## config.mk

```make
export PLATFORM = sky130hd
export DESIGN_NAME = offs_corr_inject
export DESIGN_NICKNAME = d
export VERILOG_FILES = /design/src/rtl/offs_pkg.sv /design/src/rtl/offs_sched.sv /design/src/rtl/offs_step_dp.sv /design/src/rtl/offs_corr_inject.sv
export SDC_FILE = /design/constraint.sdc
export NUM_CORES = 1
export LEC_CHECK = 0
export ABC_CLOCK_PERIOD_IN_PS = 5100
export BUFFER_PORTS_ARGS = -buffer_cell sky130_fd_sc_hd__buf_2
export CAP_MARGIN = 15
export CORE_UTILIZATION = 52
export DETAILED_ROUTE_END_ITERATION = 8
export PLACE_DENSITY_LB_ADDON = 0.15
export SYNTH_ARGS = -nofsm -noshare
export SYNTH_HDL_FRONTEND = slang
export SYNTH_HIERARCHICAL = 1
export SYNTH_SLANG_ARGS = --single-unit
```

## constraint.sdc

```tcl
create_clock -name clk -period 5.1 [get_ports clk]
set_input_delay 0.765 -clock clk [delete_from_list [all_inputs] [get_ports clk]]
set_output_delay 0.765 -clock clk [all_outputs]
set_load 0.02 [all_outputs]
```

## src/rtl/offs_pkg.sv

```systemverilog
package offs_pkg;
  // Strobes from the scheduler to the step datapath, valid at a second's first step
  typedef struct packed {
    logic loadCfg;   // adopt the pending configuration byte
    logic shortSec;  // this second loses one step
    logic longSec;   // this second gains one step
  } corrStrobe_t;

  localparam int unsigned MINUTE_LAST = 59;
endpackage

```

## src/rtl/offs_sched.sv

```systemverilog
module offs_sched
  import offs_pkg::*;
(
  input  logic        clk,
  input  logic        rstN,
  input  logic [5:0]  secNow,
  input  logic [5:0]  minNow,
  input  logic        hourOdd,
  input  logic [7:0]  offsetCfg,
  input  logic [7:0]  activeCfg,
  output corrStrobe_t strb
);
  logic       hourEdge;
  logic [7:0] cfgUse;
  logic       isNeg;
  logic [7:0] mag;
  logic [7:0] minuteCnt;
  logic       hourOk;
  logic       selSec;

  always_comb begin
    hourEdge = (minNow == 6'd0) && (secNow == 6'd0);
    cfgUse   = hourEdge ? offsetCfg : activeCfg;
    isNeg    = cfgUse[6];
    mag      = isNeg ? (8'd128 - {1'b0, cfgUse[6:0]}) : {1'b0, cfgUse[6:0]};
    hourOk   = cfgUse[7] | ~hourOdd;
    if (minNow < 6'(MINUTE_LAST))
      minuteCnt = ({2'b00, minNow} < mag) ? 8'd1 : 8'd0;
    else if (mag > 8'(MINUTE_LAST))
      minuteCnt = mag - 8'(MINUTE_LAST);
    else
      minuteCnt = 8'd0;
    selSec        = hourOk && ({2'b00, secNow} < minuteCnt);
    strb.loadCfg  = hourEdge;
    strb.shortSec = selSec && !isNeg;
    strb.longSec  = selSec && isNeg;
  end

  AST_SIGN_EXCL: assert property (@(posedge clk) disable iff (!rstN)
    !(strb.shortSec && strb.longSec));
  AST_ZERO_QUIET: assert property (@(posedge clk) disable iff (!rstN)
    (!hourEdge && activeCfg[6:0] == 7'd0) |-> (!strb.shortSec && !strb.longSec));
  AST_LATE_SEC_QUIET: assert property (@(posedge clk) disable iff (!rstN)
    (secNow >= 6'd5) |-> (!strb.shortSec && !strb.longSec));
endmodule

```

## src/rtl/offs_step_dp.sv

```systemverilog
module offs_step_dp
  import offs_pkg::*;
#(
  parameter int unsigned STEPS_PER_SEC = 64
) (
  input  logic        clk,
  input  logic        rstN,
  input  logic        stepPulse,
  input  logic [7:0]  offsetCfg,
  input  corrStrobe_t strb,
  output logic [7:0]  activeCfg,
  output logic        secTick
);
  localparam int unsigned CW = $clog2(STEPS_PER_SEC + 2) + 1;

  logic [CW-1:0] stepCnt;
  logic [CW-1:0] lastIdx;
  logic          corrShort;
  logic          corrLong;
  logic          atStart;
  logic          useShort;
  logic          useLong;

  always_comb begin
    atStart  = (stepCnt == '0);
    useShort = atStart ? strb.shortSec : corrShort;
    useLong  = atStart ? strb.longSec  : corrLong;
    if (useShort)
      lastIdx = CW'(STEPS_PER_SEC - 2);
    else if (useLong)
      lastIdx = CW'(STEPS_PER_SEC);
    else
      lastIdx = CW'(STEPS_PER_SEC - 1);
    secTick = stepPulse && (stepCnt == lastIdx);
  end

  always_ff @(posedge clk) begin
    if (!rstN) begin
      stepCnt   <= '0;
      corrShort <= 1'b0;
      corrLong  <= 1'b0;
      activeCfg <= 8'h00;
    end else if (stepPulse) begin
      stepCnt <= secTick ? '0 : stepCnt + 1'b1;
      if (atStart) begin
        corrShort <= strb.shortSec;
        corrLong  <= strb.longSec;
        if (strb.loadCfg)
          activeCfg <= offsetCfg;
      end
    end
  end

  AST_CFG_HOLD: assert property (@(posedge clk) disable iff (!rstN)
    !(stepPulse && atStart && strb.loadCfg) |=> $stable(activeCfg));
  AST_LEN_BOUND: assert property (@(posedge clk) disable iff (!rstN)
    secTick |-> (stepCnt >= CW'(STEPS_PER_SEC - 2) && stepCnt <= CW'(STEPS_PER_SEC)));
  AST_NO_OVERRUN: assert property (@(posedge clk) disable iff (!rstN)
    stepCnt <= CW'(STEPS_PER_SEC));
endmodule

```

## src/rtl/offs_corr_inject.sv

```systemverilog
module offs_corr_inject
  import offs_pkg::*;
#(
  parameter int unsigned STEPS_PER_SEC = 64
) (
  input  logic       clk,
  input  logic       rstN,
  input  logic       stepPulse,
  input  logic [5:0] secNow,
  input  logic [5:0] minNow,
  input  logic       hourOdd,
  input  logic [7:0] offsetCfg,
  output logic       secTick
);
  corrStrobe_t strb;
  logic [7:0]  activeCfg;

  offs_sched uSched (
    .clk       (clk),
    .rstN      (rstN),
    .secNow    (secNow),
    .minNow    (minNow),
    .hourOdd   (hourOdd),
    .offsetCfg (offsetCfg),
    .activeCfg (activeCfg),
    .strb      (strb)
  );

  offs_step_dp #(.STEPS_PER_SEC(STEPS_PER_SEC)) uDp (
    .clk       (clk),
    .rstN      (rstN),
    .stepPulse (stepPulse),
    .offsetCfg (offsetCfg),
    .strb      (strb),
    .activeCfg (activeCfg),
    .secTick   (secTick)
  );

  AST_TICK_NEEDS_STEP: assert property (@(posedge clk) disable iff (!rstN)
    secTick |-> stepPulse);
endmodule

```

# After elaboration in Yosys (flattened, before gate mapping)
# Index checks and enable logic that the tools add are counted.
# Widths: inputs -> output; s select.
# word_totals
input_bits,24
regBits,18
out_inout_bits,1
wordCells,34
# op_classes
reduce_logical,10
n_mux,10
magnitude_cmp,4
n_eq_ne,1
bitwise_logic,2
n_addsub,3
# ops
op,count
$mux 8,6
$lt 6x8->1,2
$logic_not 6->1,2
$add 8x1->8 const B,1
$eq 8x8->1,1
$gt 8x6->1 const B,1
$logic_not 8->1,1
$sub 8x6->8 const B,1
$sub 8x7->8 const A,1
$mux 7,1
$lt 6x6->1 const B,1
$logic_and 1x1->1,5
$mux 1,3
$reduce_and 2->1,1
$logic_not 1->1,1
$not 1->1,1
$or 1x1->1,1

# Logic depth before layout (Yosys ltp)
# depth
depth_word,17
ltp_mapped,25
mapped_depth_nobuf,24

# Cells and area by module
# The synthesis kept the hierarchy.
# by_module_without_submodules
mod,cells_each,n_inst,area_each_um2,seq_area_each_um2
offs_sched,119,1,939.7,0.0
offs_step_dp,96,1,918.4,360.3

# Worst setup path after synthesis
# Ideal clock, no wire load.
# synth_path
path_type,input to output
start,in minNow[2]
end,out secTick
t_required_ns,4.335
path_slack_ns,-0.379
n_path_buf,1
t_arrival_ns,4.714
stages,21
path_cell_list,nor4_4 -> nand3_4 -> buf_6 -> mux2i_1 -> ha_1 -> and2_1 -> o2111ai_1 -> nor2b_1 -> inv_1 -> ha_1 -> xor2_1 -> nand2_1 -> ha_1 -> a211o_1 -> nor2_1 -> nand3_1 -> o21a_1 -> nor2_1 -> a21oi_1 -> a2111oi_2 -> o221a_4
# synth_lines
element,line_no,text
"start, declared",offs_corr_inject.sv:10,"input logic [5:0] minNow,"
"end, declared",offs_corr_inject.sv:13,output logic secTick

==> flow_summary.toml <==
[setup_path]
reg2reg_slack_ns = 1.08
cp-startpoint = "secNow[4]"
critPathKind = "input port to output pin"
worst-endpoint-required_ns = 4.34
rr_startpoint = "uDp/activeCfg[2]$_SDFFE_PN0P_"
reg2reg_to = "uDp/stepCnt[1]$_SDFFE_PN0P_"
worst_setup_path_endpoint = "secTick"
worstPathMaxFanout = 4
cp-start-kind = "input port"
critPathCaptureType = "output pin"
reg2reg_depth = 19
cp_data_arrival_time_ns = 4.82

[route]
drt-pass1-iter-count = 4
drt-total-wl_um = 4580
met3_wirelength_um = 101
dr_total_vias = 1764
drt.antenna.violating_nets = 0
maxUsedRoutingLayer = "met4"
detail_route.iter0.violations = 62
met2_wirelength_um = 2330
via_per_inst = 5.44
remaining_drc_errors = 0
met1_length_um = 2040
post_drt_wl_per_cell_um = 14.1

[floorplanning]
start_util_pct = 54.8
ios = 25
fp.dieW_um = 61.8
fp.dieH_um = 61.8
num_rows = 21
core-area_sq_um = 3390
design.die.area_sq_um = 3820

[finish]
area_growth_pct = 36.1
antennaDiodeCount = 0
post_route_cells_drive_above_1_share_pct = 38.1
finalInstanceArea_sq_um = 2530
num-nets-final = 318
fillerInstances = 246

[global_route]
grt_usage_pct = 25.3
grt_remaining_overflow = 0
first_global_vias = 1695
grt_pass1_wl_um = 7200
antenna_found_initial = 0
pin_count_of_the_biggest_net_entering_global_routing = 19

[sta]
fin_setup_tns_ns = -0.488
skew_ns = 0.00219
finalHoldViolations = 0
tightest_slew_ns = 0.447
post_route_minimum_period_ns = 5.59
rsz0062_at_grt = "yes"
timing.final.ws_setup_ns = -0.488
setup_violations = 1
maxClockFrequency_mhz = 179
slew_violations = 0
finalCritPeriodShare_pct = 110
worst_slew_margin_rel_pct = 70.2

[yosys]
synth-seq-cells = 18
syn-cell-area_sq_um = 1860
synth-edff-count = 0
synth_fp_nets = 254
number_of_unique_standard_cell_types_used_by_synthesis = 52
ys_async_sr_fraction_pct = 0
synthDominantAreaCellType = "sky130_fd_sc_hd__dfxtp_1"
yosys.cell_count.top_type = "sky130_fd_sc_hd__nand2_1"
synth.top_cells.by_area = "sky130_fd_sc_hd__dfxtp_1 19%, sky130_fd_sc_hd__mux2i_1 11%, sky130_fd_sc_hd__ha_1 10%"
yosys-top-cells-count = "24 x sky130_fd_sc_hd__nand2_1, 21 x sky130_fd_sc_hd__mux2i_1, 18 x sky130_fd_sc_hd__dfxtp_1, 18 x sky130_fd_sc_hd__nor2_1, 15 x sky130_fd_sc_hd__ha_1"
ys_dominant_reg_cell = "sky130_fd_sc_hd__dfxtp_1"
synth-warning-count = 6
synth_largest_type_area_fraction_pct = 19.4
synth_sequential_area_ratio_pct = 19.4
synthesis.area_per_instance_sq_um = 8.64
syn-instance-count = 215

[clocking]
clk_latency_ns = 0.28
longest_clk_path_bufs = 2
cts-root-buf = "sky130_fd_sc_hd__clkbuf_4"
htree_levels = 1
clkSlewWorstSetupHoldPaths_ns = 0.10
tritoncts_num_sinks = 18
cts-buffers-inserted = 3
clock_tree_from_tritoncts = "yes"

[placement]
placed_area_sq_um = 2310
dp_worst_setup_slack_ns = -0.510
dp_hpwl_um = 3370
finalWeightedCongestion = 0.842
numPortBuffers = 24

[power]
static_leakage_power_uw = 0.00113
ir_worst_vdd_uv = 152
power.density_cell_area_nw_per_um2 = 124

[status]
failed_checks = "setup timing"
status = "finished, violations left"

[worst_hold_path]
hold_path_class = "register to register"

[flow_run]
cap_viol_max_count = 0
[cell type report]
type | count | area [sq um] | share of cell area [%]
well taps | 46 | 57.6 | 2.28
clock buffers | 4 | 36.3 | 1.43
multi-input cells | 183 | 1580 | 62.5
repair buffers | 64 | 458 | 18.1
flip-flops and latches | 18 | 360 | 14.3
inverters | 9 | 35.0 | 1.39
[critical path, stage by stage]
cell	delay [ns]
sky130_fd_sc_hd__buf_2	0.12
sky130_fd_sc_hd__nor4_4	0.36
sky130_fd_sc_hd__nand3_4	0.16
sky130_fd_sc_hd__mux2i_4	0.27
sky130_fd_sc_hd__ha_4	0.19
sky130_fd_sc_hd__nand2_2	0.06
sky130_fd_sc_hd__nor3_2	0.17
sky130_fd_sc_hd__mux2i_1	0.10
sky130_fd_sc_hd__a31oi_1	0.23
sky130_fd_sc_hd__o21ai_1	0.12
sky130_fd_sc_hd__a21boi_2	0.16
sky130_fd_sc_hd__nand2_1	0.11
sky130_fd_sc_hd__ha_4	0.23
sky130_fd_sc_hd__a211o_1	0.33
sky130_fd_sc_hd__nor2_2	0.15
sky130_fd_sc_hd__nand3_1	0.10
sky130_fd_sc_hd__o21a_1	0.23
sky130_fd_sc_hd__nor3b_2	0.20
sky130_fd_sc_hd__inv_1	0.07
sky130_fd_sc_hd__a21oi_2	0.17
sky130_fd_sc_hd__a2111oi_4	0.10
sky130_fd_sc_hd__o221a_4	0.29
sky130_fd_sc_hd__buf_6	0.13
[metrics by stage]
step                      instances  total power, uW  hold slack, ns  util (%)
after global placement          313              223           0.501      68.2
final                           324              314           0.531      74.6
after floorplan                 215              190           0.485         -
after detailed placement        313              225           0.513      68.2
after global routing            324              334           0.571      74.6
after CTS                       323              314           0.539      73.7
[worst min-delay path by stage]
| stage | end | startpoint | slack [ns] | cells past startpoint |
|---|---|---|---|---|
| 2_1_floorplan | uDp/activeCfg[7]$_SDFFE_PN0P_ | uDp/activeCfg[7]$_SDFFE_PN0P_ | 0.49 | 2 |
| 3_3_place_gp | uDp/activeCfg[7]$_SDFFE_PN0P_ | uDp/activeCfg[7]$_SDFFE_PN0P_ | 0.50 | 2 |
| 3_5_place_dp | uDp/activeCfg[7]$_SDFFE_PN0P_ | uDp/activeCfg[7]$_SDFFE_PN0P_ | 0.51 | 2 |
| 4_1_cts | uDp/activeCfg[7]$_SDFFE_PN0P_ | uDp/activeCfg[7]$_SDFFE_PN0P_ | 0.54 | 2 |
| 5_1_grt | uDp/activeCfg[7]$_SDFFE_PN0P_ | uDp/activeCfg[7]$_SDFFE_PN0P_ | 0.57 | 2 |
| 6_report | uDp/activeCfg[7]$_SDFFE_PN0P_ | uDp/activeCfg[7]$_SDFFE_PN0P_ | 0.53 | 2 |
[flip-flops by register name, indices dropped and copies added (netlist names)]
register and cells:
uDp/corrShort 1, uDp/stepCnt 8, uDp/activeCfg 8, uDp/corrLong 1
[where the power goes]
group / total [uW] / switching [uW] / internal, uW
Combinational: 82.3 / 40.4 / 42.0
Sequential: 146 / 3.72 / 142
Clock: 85.3 / 41.9 / 43.4
Total: 314 / 86.0 / 228
[layout by cell type, fill, tap and decap left out, types with 3 or more instances in the layout]
cell | netlist | layout
sky130_fd_sc_hd__nand3_1 | 5 | 5
sky130_fd_sc_hd__mux2i_4 | 1 | 3
sky130_fd_sc_hd__dfxtp_1 | 18 | 18
sky130_fd_sc_hd__inv_1 | 7 | 6
sky130_fd_sc_hd__nand2_1 | 24 | 22
sky130_fd_sc_hd__nor4_4 | 4 | 4
sky130_fd_sc_hd__mux2i_1 | 21 | 20
sky130_fd_sc_hd__o21ai_0 | 5 | 4
sky130_fd_sc_hd__nand4_1 | 3 | 3
sky130_fd_sc_hd__ha_1 | 15 | 10
sky130_fd_sc_hd__xor2_1 | 12 | 12
sky130_fd_sc_hd__nand3b_1 | 3 | 3
sky130_fd_sc_hd__xnor2_1 | 8 | 7
sky130_fd_sc_hd__nor3_1 | 4 | 3
sky130_fd_sc_hd__buf_4 | 1 | 40
sky130_fd_sc_hd__nand2b_1 | 7 | 6
sky130_fd_sc_hd__nor3b_2 | 2 | 3
sky130_fd_sc_hd__nor2b_1 | 13 | 12
sky130_fd_sc_hd__buf_2 | 0 | 18
sky130_fd_sc_hd__clkbuf_4 | 0 | 3
sky130_fd_sc_hd__buf_6 | 1 | 6
sky130_fd_sc_hd__nor2_1 | 18 | 16
sky130_fd_sc_hd__ha_4 | 0 | 4
[logic make-up (layout without fill, tap and decap cells)]
kind of cell	Yosys count	in the layout	share of synthesized area, %
AO/OA/AOI/OAI	29	29	12.1
flip-flops	18	18	19.4
multiplexers	24	24	13.9
buffers and inverters	14	77	3.50
XOR/XNOR	20	20	9.43
AND/OR/NAND/NOR	95	95	31.6
adder cells (fa/ha/maj)	15	15	10.1
[what timing repair did]
| action | in CTS | in global routing |
|---|---|---|
| setup endpoints to repair | 1 | 1 |
| hold buffers | 0 | 0 |
| pin swaps | 21 | 15 |
| endpoints found under the hold margin | 0 | 0 |
| buffers inserted | 6 | 1 |
| gates resized for setup | 23 | 4 |
[per-layer routing]
metal,vias to the layer above,track usage [%]
li1,899,-
met1,822,31.4
met2,31,43.9
met3,12,2.07
met4,0,12.7
met5,-,0
Power figures use the tool's default switching activity.
